### src/rtl/cbr_pkg.sv
package cbr_pkg;
   localparam int unsigned CBR_REG_W  = 64;
   localparam int unsigned CBR_BUS_AW = 32;
   localparam int unsigned CBR_BUS_DW = 32;
   localparam int unsigned CBR_SIZE_W = 4;

   typedef enum logic [1:0] {
      SEL_CTRL = 2'd0,
      SEL_RST  = 2'd1,
      SEL_STAT = 2'd2,
      SEL_DATA = 2'd3
   } cbr_sel_e;

   typedef enum logic {
      ST_IDLE = 1'b0,
      ST_WAIT = 1'b1
   } cbr_state_e;

   typedef struct packed {
      logic                  is_read;
      logic [CBR_SIZE_W-1:0] size;
      logic [CBR_BUS_AW-1:0] addr;
   } cbr_cmd_t;

   typedef struct packed {
      logic                  err;
      logic                  is_read;
      logic [CBR_BUS_DW-1:0] rdata;
   } cbr_cpl_t;
endpackage

### src/rtl/cbr_cmd_decode.sv
module cbr_cmd_decode
   import cbr_pkg::*;
#(
   parameter int unsigned RD_BIT   = 48,
   parameter int unsigned SIZE_LSB = 56,
   parameter int unsigned ADDR_LSB = 0,
   parameter int unsigned MAX_SIZE = 8
) (
   input  logic [CBR_REG_W-1:0] ctrl_word,
   output cbr_cmd_t             cmd,
   output logic                 size_ok
);
   localparam logic [CBR_SIZE_W:0] MAX_V = (CBR_SIZE_W+1)'(MAX_SIZE);

   if (RD_BIT >= CBR_REG_W) begin : g_bad_rd
      $error("read flag outside control word");
   end
   if (SIZE_LSB + CBR_SIZE_W > CBR_REG_W) begin : g_bad_sz
      $error("size field outside control word");
   end
   if (ADDR_LSB + CBR_BUS_AW > CBR_REG_W) begin : g_bad_ad
      $error("address field outside control word");
   end
   if (MAX_SIZE < 1 || MAX_SIZE >= (1 << CBR_SIZE_W)) begin : g_bad_max
      $error("size limit not representable");
   end

   logic unused_ctrl;
   assign unused_ctrl = ^ctrl_word;

   always_comb begin
      cmd.is_read = ctrl_word[RD_BIT];
      cmd.size    = ctrl_word[SIZE_LSB +: CBR_SIZE_W];
      cmd.addr    = ctrl_word[ADDR_LSB +: CBR_BUS_AW];
      size_ok     = ({1'b0, cmd.size} <= MAX_V);
   end
endmodule

### src/rtl/cbr_bus_master.sv
module cbr_bus_master
   import cbr_pkg::*;
#(
   parameter int unsigned MAX_SIZE       = 8,
   parameter bit          BYTE_MSB_FIRST = 1'b1
) (
   input  logic                  clk,
   input  logic                  rst_n,
   input  logic                  launch_req,
   input  cbr_cmd_t              cmd,
   input  logic [CBR_BUS_DW-1:0] wdata_word,
   output logic                  busy,
   output logic                  bus_req,
   output logic                  bus_wr,
   output logic [CBR_BUS_AW-1:0] bus_addr,
   output logic [CBR_SIZE_W-1:0] bus_size,
   output logic [CBR_BUS_DW-1:0] bus_wdata,
   input  logic                  bus_ack,
   input  logic                  bus_err,
   input  logic [CBR_BUS_DW-1:0] bus_rdata,
   output logic                  cpl_valid,
   output cbr_cpl_t              cpl
);
   localparam int unsigned NBYTES = CBR_BUS_DW / 8;
   localparam logic [CBR_SIZE_W:0] MAX_V = (CBR_SIZE_W+1)'(MAX_SIZE);

   if (CBR_BUS_DW % 8 != 0) begin : g_bad_dw
      $error("bus data width must be whole bytes");
   end

   cbr_state_e            state_q;
   cbr_cmd_t              cmd_q;
   logic [CBR_BUS_DW-1:0] wd_q;
   logic [CBR_BUS_DW-1:0] rd_lanes;

   always_ff @(posedge clk) begin
      if (!rst_n) begin
         state_q <= ST_IDLE;
         cmd_q   <= '0;
         wd_q    <= '0;
      end else begin
         case (state_q)
            ST_IDLE: begin
               if (launch_req) begin
                  state_q <= ST_WAIT;
                  cmd_q   <= cmd;
                  wd_q    <= wdata_word;
               end
            end
            ST_WAIT: begin
               if (bus_ack) begin
                  state_q <= ST_IDLE;
               end
            end
            default: state_q <= ST_IDLE;
         endcase
      end
   end

   for (genvar b = 0; b < NBYTES; b++) begin : g_lane
      if (BYTE_MSB_FIRST) begin : g_be
         assign bus_wdata[8*b +: 8] = wd_q[8*b +: 8];
         assign rd_lanes[8*b +: 8]  = bus_rdata[8*b +: 8];
      end else begin : g_le
         assign bus_wdata[8*b +: 8] = wd_q[8*(NBYTES-1-b) +: 8];
         assign rd_lanes[8*b +: 8]  = bus_rdata[8*(NBYTES-1-b) +: 8];
      end
   end

   assign busy      = (state_q == ST_WAIT);
   assign bus_req   = busy;
   assign bus_wr    = ~cmd_q.is_read;
   assign bus_addr  = cmd_q.addr;
   assign bus_size  = cmd_q.size;
   assign cpl_valid = busy & bus_ack;

   always_comb begin
      cpl.err     = bus_err;
      cpl.is_read = cmd_q.is_read;
      cpl.rdata   = rd_lanes;
   end

   AST_REQ_HELD: assert property (@(posedge clk) disable iff (!rst_n)
      (bus_req && !bus_ack) |=> (bus_req && $stable(bus_addr) && $stable(bus_size) && $stable(bus_wr)));
   AST_SIZE_LIMIT: assert property (@(posedge clk) disable iff (!rst_n)
      bus_req |-> ({1'b0, bus_size} <= MAX_V));
   AST_BUSY_IGNORES: assert property (@(posedge clk) disable iff (!rst_n)
      (bus_req && !bus_ack && launch_req) |=> $stable(bus_wdata));
endmodule

### src/rtl/cbr_status.sv
module cbr_status
   import cbr_pkg::*;
#(
   parameter int unsigned DONE_BIT  = 11,
   parameter int unsigned RDATA_LSB = 26
) (
   input  logic                 clk,
   input  logic                 rst_n,
   input  logic                 cpl_valid,
   input  cbr_cpl_t             cpl,
   input  logic                 rd_stat,
   input  logic                 busy,
   output logic [CBR_REG_W-1:0] stat_rdata
);
   localparam logic [CBR_REG_W-1:0] DONE_MASK = CBR_REG_W'(1) << DONE_BIT;

   if (RDATA_LSB + CBR_BUS_DW > CBR_REG_W) begin : g_bad_field
      $error("read data field outside status word");
   end
   if (DONE_BIT >= RDATA_LSB && DONE_BIT < RDATA_LSB + CBR_BUS_DW) begin : g_overlap
      $error("done flag overlaps read data field");
   end

   logic [CBR_REG_W-1:0] status_q;
   logic [CBR_REG_W-1:0] status_nxt;

   always_comb begin
      status_nxt           = '0;
      status_nxt[DONE_BIT] = 1'b1;
      if (cpl.is_read) begin
         status_nxt[RDATA_LSB +: CBR_BUS_DW] = cpl.err ? '1 : cpl.rdata;
      end
   end

   always_ff @(posedge clk) begin
      if (!rst_n) begin
         status_q <= '0;
      end else if (cpl_valid) begin
         status_q <= status_nxt;
      end else if (rd_stat && !busy) begin
         status_q <= '0;
      end
   end

   assign stat_rdata = busy ? '0 : status_q;

   AST_DONE_WITH_DATA: assert property (@(posedge clk) disable iff (!rst_n)
      (status_q != '0) |-> status_q[DONE_BIT]);
   AST_ERR_ONES: assert property (@(posedge clk) disable iff (!rst_n)
      (cpl_valid && cpl.is_read && cpl.err) |=> (&status_q[RDATA_LSB +: CBR_BUS_DW]));
   AST_WRITE_DONE_ONLY: assert property (@(posedge clk) disable iff (!rst_n)
      (cpl_valid && !cpl.is_read) |=> (status_q == DONE_MASK));
   AST_READ_CLEARS: assert property (@(posedge clk) disable iff (!rst_n)
      (rd_stat && !busy && !cpl_valid) |=> (status_q == '0));
   AST_BUSY_KEEPS: assert property (@(posedge clk) disable iff (!rst_n)
      (busy && !cpl_valid) |=> $stable(status_q));
endmodule

### src/rtl/cbr_top.sv
module cbr_top
   import cbr_pkg::*;
#(
   parameter int unsigned OFF_W          = 12,
   parameter int unsigned SEL_LSB        = 3,
   parameter int unsigned RD_BIT         = 48,
   parameter int unsigned SIZE_LSB       = 56,
   parameter int unsigned ADDR_LSB       = 0,
   parameter int unsigned MAX_SIZE       = 8,
   parameter int unsigned DONE_BIT       = 11,
   parameter int unsigned RDATA_LSB      = 26,
   parameter int unsigned DATA_LSB       = 32,
   parameter bit          BYTE_MSB_FIRST = 1'b1
) (
   input  logic              clk,
   input  logic              rst_n,
   input  logic              reg_req,
   input  logic              reg_wr,
   input  logic [OFF_W-1:0]  reg_off,
   input  logic [63:0]       reg_wdata,
   output logic              reg_rvalid,
   output logic [63:0]       reg_rdata,
   output logic              bus_req,
   output logic              bus_wr,
   output logic [31:0]       bus_addr,
   output logic [3:0]        bus_size,
   output logic [31:0]       bus_wdata,
   input  logic              bus_ack,
   input  logic              bus_err,
   input  logic [31:0]       bus_rdata
);
   if (SEL_LSB + 2 > OFF_W) begin : g_bad_sel
      $error("register select outside offset");
   end
   if (DATA_LSB + CBR_BUS_DW > CBR_REG_W) begin : g_bad_data
      $error("data field outside register");
   end
   if (CBR_REG_W != 64 || CBR_BUS_AW != 32 || CBR_BUS_DW != 32 || CBR_SIZE_W != 4) begin : g_bad_pkg
      $error("package widths disagree with port widths");
   end

   cbr_sel_e              sel;
   logic                  ctrl_wr, data_wr, stat_rd, rd_any;
   logic [CBR_BUS_DW-1:0] data_q;
   cbr_cmd_t              cmd;
   logic                  size_ok;
   logic                  busy;
   logic                  cpl_valid;
   cbr_cpl_t              cpl;
   logic [CBR_REG_W-1:0]  stat_rdata;
   logic [CBR_REG_W-1:0]  rd_mux;
   logic                  rvalid_q;
   logic [CBR_REG_W-1:0]  rdata_q;
   logic                  unused_off;

   assign unused_off = ^reg_off;
   assign sel     = cbr_sel_e'(reg_off[SEL_LSB +: 2]);
   assign rd_any  = reg_req & ~reg_wr;
   assign ctrl_wr = reg_req & reg_wr & (sel == SEL_CTRL);
   assign data_wr = reg_req & reg_wr & (sel == SEL_DATA);
   assign stat_rd = rd_any & (sel == SEL_STAT);

   cbr_cmd_decode #(
      .RD_BIT   (RD_BIT),
      .SIZE_LSB (SIZE_LSB),
      .ADDR_LSB (ADDR_LSB),
      .MAX_SIZE (MAX_SIZE)
   ) u_dec (
      .ctrl_word (reg_wdata),
      .cmd       (cmd),
      .size_ok   (size_ok)
   );

   always_ff @(posedge clk) begin
      if (!rst_n) begin
         data_q <= '0;
      end else if (data_wr) begin
         data_q <= reg_wdata[DATA_LSB +: CBR_BUS_DW];
      end
   end

   cbr_bus_master #(
      .MAX_SIZE       (MAX_SIZE),
      .BYTE_MSB_FIRST (BYTE_MSB_FIRST)
   ) u_bus (
      .clk        (clk),
      .rst_n      (rst_n),
      .launch_req (ctrl_wr & size_ok),
      .cmd        (cmd),
      .wdata_word (data_q),
      .busy       (busy),
      .bus_req    (bus_req),
      .bus_wr     (bus_wr),
      .bus_addr   (bus_addr),
      .bus_size   (bus_size),
      .bus_wdata  (bus_wdata),
      .bus_ack    (bus_ack),
      .bus_err    (bus_err),
      .bus_rdata  (bus_rdata),
      .cpl_valid  (cpl_valid),
      .cpl        (cpl)
   );

   cbr_status #(
      .DONE_BIT  (DONE_BIT),
      .RDATA_LSB (RDATA_LSB)
   ) u_stat (
      .clk        (clk),
      .rst_n      (rst_n),
      .cpl_valid  (cpl_valid),
      .cpl        (cpl),
      .rd_stat    (stat_rd),
      .busy       (busy),
      .stat_rdata (stat_rdata)
   );

   always_comb begin
      case (sel)
         SEL_STAT: rd_mux = stat_rdata;
         SEL_DATA: rd_mux = {{(CBR_REG_W-CBR_BUS_DW){1'b0}}, data_q} << DATA_LSB;
         default:  rd_mux = '0;
      endcase
   end

   always_ff @(posedge clk) begin
      if (!rst_n) begin
         rvalid_q <= 1'b0;
         rdata_q  <= '0;
      end else begin
         rvalid_q <= rd_any;
         rdata_q  <= rd_any ? rd_mux : '0;
      end
   end

   assign reg_rvalid = rvalid_q;
   assign reg_rdata  = rdata_q;

   AST_RVALID_NEXT: assert property (@(posedge clk) disable iff (!rst_n)
      rd_any |=> reg_rvalid);
   AST_CTRL_RST_ZERO: assert property (@(posedge clk) disable iff (!rst_n)
      (rd_any && (sel == SEL_CTRL || sel == SEL_RST)) |=> (reg_rdata == '0));
   AST_BUSY_STAT_ZERO: assert property (@(posedge clk) disable iff (!rst_n)
      (stat_rd && busy) |=> (reg_rdata == '0));
   AST_BIG_NO_REQ: assert property (@(posedge clk) disable iff (!rst_n)
      (ctrl_wr && !size_ok && !busy) |=> !bus_req);
   AST_LAUNCH_REQ: assert property (@(posedge clk) disable iff (!rst_n)
      (ctrl_wr && size_ok && !busy) |=> (bus_req && bus_addr == $past(reg_wdata[ADDR_LSB +: CBR_BUS_AW])));
endmodule

### config.mk
export PLATFORM = sky130hd
export DESIGN_NAME = cbr_top
export DESIGN_NICKNAME = d
export VERILOG_FILES = /design/src/rtl/cbr_pkg.sv /design/src/rtl/cbr_cmd_decode.sv /design/src/rtl/cbr_bus_master.sv /design/src/rtl/cbr_status.sv /design/src/rtl/cbr_top.sv
export SDC_FILE = /design/constraint.sdc
export NUM_CORES = 1
export LEC_CHECK = 0
export BUFFER_PORTS_ARGS = -buffer_cell sky130_fd_sc_hd__buf_2
export CORE_MARGIN = 5
export CORE_UTILIZATION = 25
export CTS_BUF_LIST = sky130_fd_sc_hd__clkbuf_4 sky130_fd_sc_hd__clkbuf_8
export DETAILED_ROUTE_END_ITERATION = 12
export HOLD_SLACK_MARGIN = 0.15
export PLACE_DENSITY = 0.52
export SYNTH_ARGS = -nofsm -noshare
export SYNTH_HDL_FRONTEND = slang
export SYNTH_HIERARCHICAL = 1
export SYNTH_SLANG_ARGS = --single-unit
### constraint.sdc
create_clock -name clk -period 1.3 [get_ports clk]
set_input_delay 0.13 -clock clk [delete_from_list [all_inputs] [get_ports clk]]
set_output_delay 0.13 -clock clk [all_outputs]
set_load 0.01 [all_outputs]
# Yosys cells after proc, flatten, opt, wreduce, memory -nomap -nowiden

Index checks and enable logic that the tools add are counted.
W data, S select, Z words.

Magnitude comparators: 1
Reductions and logical operators: 6
Mux-type cells: 9
Bitwise logic cells: 10
Equal/unequal tests: 2

Operator list:

| kind                 | number |
|---|---|
| $mux W58             | 3 |
| $pmux W64 S2         | 1 |
| $mux W32             | 2 |
| $and A1 B1 Y1        | 7 |
| $eq A2 B2 Y1 const B | 2 |
| $le A4 B4 Y1 const B | 1 |
| $reduce_and A2 Y1    | 2 |
| $not A1 Y1           | 3 |
| $logic_not A2 Y1     | 1 |
| $mux W1              | 2 |
| $pmux W1 S2          | 1 |
| $reduce_bool A2 Y1   | 1 |
| $logic_and A1 B1 Y1  | 1 |
| $logic_not A1 Y1     | 1 |

Register bits after elaboration: 200
Input bits: 114
Word-level logic and storage cells: 37

# Depth between registers and ports, before layout

Gate-level depths: netlist of the first run.

Depth in word-level cells: 6
Gate-level depth with buffers: 8

# By module

The synthesis of the first run kept the hierarchy.

Modules (own cells, without submodules):

| module         | times used | seq. area each (um2) | area each (um2) | cells each |
|---|---|---|---|---|
| cbr_top        | 1          | 1941.9               | 3397.0          | 320 |
| cbr_bus_master | 1          | 1401.3               | 3200.6          | 339 |
| cbr_status     | 1          | 660.6                | 1640.3          | 179 |
| cbr_cmd_decode | 1          | 0.0                  | 290.3           | 38 |

# Worst setup path after synthesis of the first run

No wires, ideal clock.

Path type: input to register
Start: input reg_off[3]
End: register u_bus.cmd_q (netlist bit u_bus/bus_addr[0])
Data required time: 1.228 ns
Arrival time: 1.305 ns
Slack: -0.077 ns
Path buffers: 4
Stages on the path: 8
Cells stage by stage: buf_6 buf_2 nand4b_1 nor2_1 nor2b_1 buf_4 buf_6 mux2i_1

Cells in the longest elaborated chain, start to end: 4

RTL lines:

| what                        | RTL line             | text |
|---|---|---|
| start, declared             | cbr_top.sv:19        | `input logic [OFF_W-1:0] reg_off,` |
| $logic_not A2 Y1            | cbr_top.sv:59        | `assign ctrl_wr = reg_req & reg_wr & (sel == SEL_CTRL);` |
| $and A1 B1 Y1               | cbr_top.sv:59        |  |
| $and A1 B1 Y1               | cbr_top.sv:88        | `.launch_req (ctrl_wr & size_ok),` |
| $reduce_and A2 Y1 (no line) | n/a                  |  |
| end signal, assigned        | cbr_bus_master.sv:46 | `cmd_q <= cmd;` |
| end, declared               | cbr_bus_master.sv:32 | `cbr_cmd_t cmd_q;` |

Every way passes these cells.
A chain may end at the register's enable or synchronous reset.

# Final worst setup path of the first run

Start: input bus_ack
End: register u_stat.status_q[32]

Cells in the longest elaborated chain, start to end: 2
Elaborated cells between the ends (all ways): 3
Those cells by class: mux (1); bitwise (1); reduce/logical (1)

RTL lines:

| what                                                  | RTL line             | text |
|---|---|---|
| start, declared                                       | cbr_top.sv:28        | `input logic bus_ack,` |
| $and A1 B1 Y1 (*)                                     | cbr_bus_master.sv:75 | `assign cpl_valid = busy & bus_ack;` |
| via cpl_valid                                         | cbr_top.sv:48        | `logic cpl_valid;` |
| $mux W58 / $reduce_bool A2 Y1 (equally long branches) | n/a                  |  |
| end signal, assigned                                  | cbr_status.sv:39     | `status_q <= status_nxt;` |
| end, declared                                         | cbr_status.sv:24     | `logic [CBR_REG_W-1:0] status_q;` |

The timed path passes the listed nets; every way through them passes the cells marked *.

==> flow_summary.json, run 1 <==
{
  "outcome": "complete, no violations",
  "yosys.area.top_type_share_pct": 46.9,
  "crit_required_ns": 1.72,
  "crit_type": "input pin to flip-flop",
  "clkSlewWorstSetupHoldPaths_ns": 0.11,
  "clockRootBuffer": "clkbuf_8",
  "die-area_um2": 37900,
  "layout.nets": 1383,
  "grt_pass1_vias": 7343,
  "synth_edf_count": 0,
  "ios": 249,
  "start_util_pct": 25.4,
  "final_cells": 1734,
  "use_met3_pct": 4.43,
  "max_freq_mhz": 786,
  "skew_ns": 0.0141,
  "hold_slack_ns": 0.184,
  "ys_seq_area_share_pct": 46.9,
  "use_met1_pct": 17.0,
  "num_rows": 67,
  "grt_max_degree": 44,
  "rsz0062_at_grt": "yes",
  "routed_wl_um": 26400,
  "post-route-period-util_pct": 97.9,
  "tightestPinTransition_ns": 0.650,
  "cts.sinks": 200,
  "holdCritPathClass": "input pin to flip-flop",
  "place_hpwl_um": 16000,
  "cts_max_level": 4,
  "cts_inserted_buffers": 17,
  "dr.pass1.iters": 7,
  "area_growth_pct": 45.9,
  "fin_area_um2": 12400,
  "core-area_um2": 33600,
  "drv_slew": 0,
  "finalHoldViolCount": 0,
  "maxCapViolations": 0,
  "start_kind": "input pin",
  "die_h_um": 195,
  "syn_area_um2": 8530,
  "grt_pass1_wl_um": 41100,
  "wl_per_cell_um": 15.2,
  "cts_buffer_depth": 2,
  "utilization_pct": 37.0,
  "met2_usage_pct": 22.3,
  "insertion_delay_ns": 0.49,
  "final_common_cell": "buf_2",
  "dieWidth_um": 195,
  "end_kind": "flip-flop",
  "power_w": 0.0116,
  "ys_seq_elements": 200,
  "worst-path-max-fanout": 8,
  "irDropWorstVdd_mv": 0.548,
  "dr.first_iter.drc_count": 236,
  "static-leakage-power_nw": 5.30,
  "tritoncts": "done",
  "postPlaceCellArea_um2": 9550,
  "synth_cells": 876,
  "synth_top_area_cell": "dfxtp_1",
  "drc": 0,
  "antenna_found_initial": 4,
  "place_inst": 1464,
  "yosys-top-cells-area": "dfxtp_1, mux2i_1, buf_4, nand2_1, o2bb2ai_1",
  "grt_util_all_layers_pct": 13.6,
  "drive_above_1_share_pct": 26.1,
  "vias_per_cell": 4.06,
  "n_fill_cell": 3334,
  "arrival_ns": 1.69,
  "ys_async_sr_fraction_pct": 0,
  "ys_types": 28,
  "relSlewSlack_pct": 56.7,
  "period_minus_slack_ns": 1.27,
  "power.density_nw_per_um2": 931,
  "num_vias": 7041,
  "yosysWarnings": 6,
  "avgSynthCellArea_um2": 9.74,
  "antenna_left": 0,
  "synth_flop_cell": "dfxtp_1",
  "mostFrequentLayoutCells": "buf_2, dlygate4sd3_1, nand2_1, dfxtp_1, mux2i_1",
  "port_buffers": 238,
  "gp_congestion": 0.781,
  "grt-ovfl-total": 0,
  "setup_viol_count_final": 0,
  "top_usage_layer": "met2"
}
==> sequential cells by signal, indices dropped and copies added (netlist names) <==
signal,cells
reg_rdata,64
u_stat/status_q,33
u_bus/cpl,1
reg_rvalid,1
u_bus/bus_req,1
data_q,32
u_bus/bus_addr,32
u_bus/bus_wdata,32
u_bus/bus_size,4
==> stage by stage <==
stage / setup slack (ns) / setup TNS, ns
after global routing: -0.0237 / -0.187
after CTS: -0.00513 / -0.00513
after detailed placement: -0.286 / -16.65
after floorplan: -0.0276 / -0.386
after global placement: -0.206 / -13.02
final: 0.0275 / 0
==> critical path, stage by stage <==
cell and delay (ns):
dlygate4sd3_1 0.57, buf_2 0.15, and2_4 0.18, nor3b_4 0.22, buf_12 0.15, clkbuf_16 0.16, o2bb2ai_1 0.11
==> logic make-up (layout without fill, tap and decap cells) <==
group	after synthesis	after routing	synth area share [%]
muxes	133	133	15.6
AOI/OAI and AO/OA	35	35	3.76
other	1	35	0.0440
buffers and inverters	163	539	15.7
and+or+nand+nor	344	344	17.9
DFF	200	200	46.9
==> cell type report <==
cell class                 instances  area, um2  area share [%]
multi-input combinational        543       3330            26.8
clock inverter                    15        164            1.32
sequential                       200       4010            32.3
clock buffer                      17        234            1.88
timing repair buffer             506       4120            33.1
antenna                            4       10.0          0.0805
tap                              448        561            4.51
inverter                           1       3.75          0.0302
==> final timing paths <==
kind | from | to | slack, ns | depth (start not counted)
max | bus_ack | u_stat/status_q[32] | 0.03 | 7
min | rst_n | data_q[4] | 0.18 | 4
max reg2reg | u_bus/bus_req | u_stat/status_q[32] | 0.03 | 5
min reg2reg | u_bus/bus_addr[0] | u_bus/bus_addr[0] | 0.46 | 2
==> power breakdown <==
part | total, W | internal (W) | switching (W)
logic | 0.00127 | 0.000717 | 0.000549
registers | 0.00621 | 0.00618 | 0.0000340
clock network | 0.00411 | 0.00160 | 0.00251
==> routing by layer <==
metal / wire length, um / part of all wire [%] / vias up
li1: - / - / 3520
met2: 12500 / 47 / 183
met1: 11700 / 44 / 3305
met4: 526 / 2.0 / 0
met5: 0 / 0 / -
met3: 1710 / 6.5 / 33
==> cell usage after synthesis, types with 4 or more instances <==
| cell | instances |
|---|---|
| buf_4 | 106 |
| dfxtp_1 | 200 |
| mux2i_1 | 133 |
| buf_12 | 8 |
| buf_6 | 16 |
| o2bb2ai_1 | 30 |
| and3_1 | 32 |
| nand2_1 | 202 |
| buf_8 | 6 |
| nor2b_1 | 32 |
| clkbuf_1 | 16 |
| buf_2 | 9 |
| and2b_2 | 4 |
| nor2_1 | 65 |
==> repair_timing <==
| item | in CTS | in global routing |
|---|---|---|
| endpoints found under the hold margin | 134 | 0 |
| hold buffers | 227 | 0 |
| setup buffers | 0 | 3 |
| gates resized for setup | 5 | 20 |
| gates cloned | 0 | 5 |
| pin swaps | 0 | 2 |
| setup endpoints to repair | 2 | 91 |
Power figures use the tool's default switching activity.
==> run 2, diff against run 1 <==
REMOVE_ABC_BUFFERS = 1   (was default)
==> flow_summary.json, run 2 (synthesis results as in run 1) <==
{
  "clkSlewWorstSetupHoldPaths_ns": 0.10,
  "mostFrequentLayoutCells": "buf_2, nand2_1, dfxtp_1, mux2i_1, dlygate4sd3_1",
  "netSwitchingFraction_pct": 25.1,
  "outcome": "finished with violations",
  "rsz0062_at_grt": "yes",
  "irDropWorstVdd_mv": 0.571,
  "cts_max_level": 4,
  "fin_ws_ns": -0.0109,
  "antenna_found_initial": 0,
  "relSlewSlack_pct": 51.5,
  "drive_above_1_share_pct": 29.2,
  "ff2ff_path_depth": 5,
  "die-area_um2": 37900,
  "start_kind": "input pin",
  "drc": 0,
  "layout.nets": 1279,
  "period_minus_slack_ns": 1.31,
  "routed_wl_um": 23800,
  "fin_area_um2": 11300,
  "grt_max_degree": 40,
  "crit_required_ns": 1.71,
  "grt_pass1_wl_um": 36900,
  "holdPathStages": 4,
  "internal_power_w": 0.00853,
  "holdCritPathClass": "input pin to flip-flop",
  "finalHoldViolCount": 0,
  "post-route-period-util_pct": 101,
  "port_buffers": 238,
  "tritoncts": "done",
  "end_kind": "flip-flop",
  "crit_type": "input pin to flip-flop",
  "dr.pass1.iters": 4,
  "dieWidth_um": 195,
  "violations": "setup timing",
  "num_rows": 67,
  "skew_ns": 0.0193,
  "vias_per_cell": 4.03,
  "maxCapViolations": 0,
  "final_cells": 1624,
  "wl_per_cell_um": 14.7,
  "grt-ovfl-total": 0,
  "diodes": 0,
  "clockRootBuffer": "clkbuf_8",
  "dr.first_iter.drc_count": 136,
  "num_vias": 6544,
  "setup_viol_count_final": 7,
  "gp_congestion": 0.761,
  "cts_inserted_buffers": 17,
  "area_growth_pct": 32.8,
  "final_common_cell": "buf_2",
  "largest_reg_flops": 64,
  "worst-path-max-fanout": 16,
  "die_h_um": 195,
  "static-leakage-power_nw": 5.04,
  "postPlaceCellArea_um2": 9580,
  "power.density_nw_per_um2": 1010,
  "cts.sinks": 200,
  "grt_util_all_layers_pct": 12.2,
  "clkPwrFrac_pct": 35.6,
  "insertion_delay_ns": 0.48,
  "tightestPinTransition_ns": 0.727,
  "place_inst": 1473,
  "ios": 249,
  "place_hpwl_um": 15600,
  "p_comb_share_pct": 9.9,
  "arrival_ns": 1.72,
  "seq_power_share_pct": 54.5,
  "antenna_left": 0,
  "grt_pass1_vias": 6621,
  "max_freq_mhz": 763,
  "p_sw_w": 0.00286,
  "start_util_pct": 25.4,
  "drv_slew": 0,
  "power_w": 0.0114,
  "core-area_um2": 33600,
  "cts_buffer_depth": 2
}
## run 2: cell types whose count changed in the layout (fill, tap and decap cells not counted), sizes merged, moves of 4 or more
cell,before,now
buf,276,285
clkinv,6,1
dlygate4sd3,221,113
diode,4,0
dlymetal6s4s,5,0
## run 2: worst max-delay path, cell delays in order
cell and delay [ns]:
buf_2 0.12, o31ai_2 0.35, buf_4 0.17, nand4b_1 0.09
nor2_1 0.10, nor2b_4 0.18, buf_12 0.17, buf_12 0.18
mux2i_1 0.20
## run 2: final timing paths
| kind | start | endpoint | slack [ns] |
|---|---|---|---|
| worst max-delay path | reg_wdata[56] | u_bus/bus_wdata[7] | -0.01 |
| worst min-delay path | rst_n | u_bus/bus_wdata[1] | 0.20 |
| worst max register to register | u_bus/bus_req | u_bus/bus_wdata[7] | 0.02 |
| worst min register to register | u_bus/bus_wdata[30] | u_bus/bus_wdata[30] | 0.46 |
## run 2: metal layers
| metal | part of all wire (%) | track usage, % | vias to the layer above |
|---|---|---|---|
| li1 | - | - | 3289 |
| met1 | 46 | 15.9 | 3040 |
| met2 | 47 | 19.7 | 195 |
| met3 | 5.6 | 3.53 | 20 |
| met4 | 1.2 | 3.36 | 0 |
| met5 | 0 | 0 | - |
## run 2: final cells by class
type | instances | area [um2]
clock buffer | 18 | 241
sequential | 200 | 4010
inverter | 1 | 3.75
clock inverter | 12 | 143
timing repair buffer | 402 | 3000
multi-input combinational | 543 | 3370
tap | 448 | 561
fill | 3459 | 22300
## run 2: power by group through the flow
stage | Combinational (W) | Clock, W | Sequential, W
6_report | 0.00113 | 0.00406 | 0.00620
3_3_place_gp | 0.000801 | 0 | 0.00635
4_1_cts | 0.00108 | 0.00430 | 0.00620
3_5_place_dp | 0.000806 | 0 | 0.00635
2_1_floorplan | 0.000251 | 0 | 0.00636
5_1_grt | 0.00123 | 0.00452 | 0.00621
## run 2: through the flow
stage	TNS (ns)	util, %	setup slack (ns)	hold WS (ns)
after floorplan	-334.56	-	-4.35	0.247
after global placement	-37.01	28.5	-0.495	0.366
after detailed placement	-33.70	28.5	-0.457	0.368
after CTS	0	33.1	0.00149	0.152
after global routing	-1.25	33.7	-0.0488	0.158
final	-0.0467	33.7	-0.0109	0.201
## run 2: what timing repair did
item,in CTS,in global routing
pin swaps,1,2
cloned,0,4
hold endpoints to repair,111,0
setup buffers,2,2
endpoints found under the setup margin,33,90
gates resized for setup,5,13
hold buffers,113,0
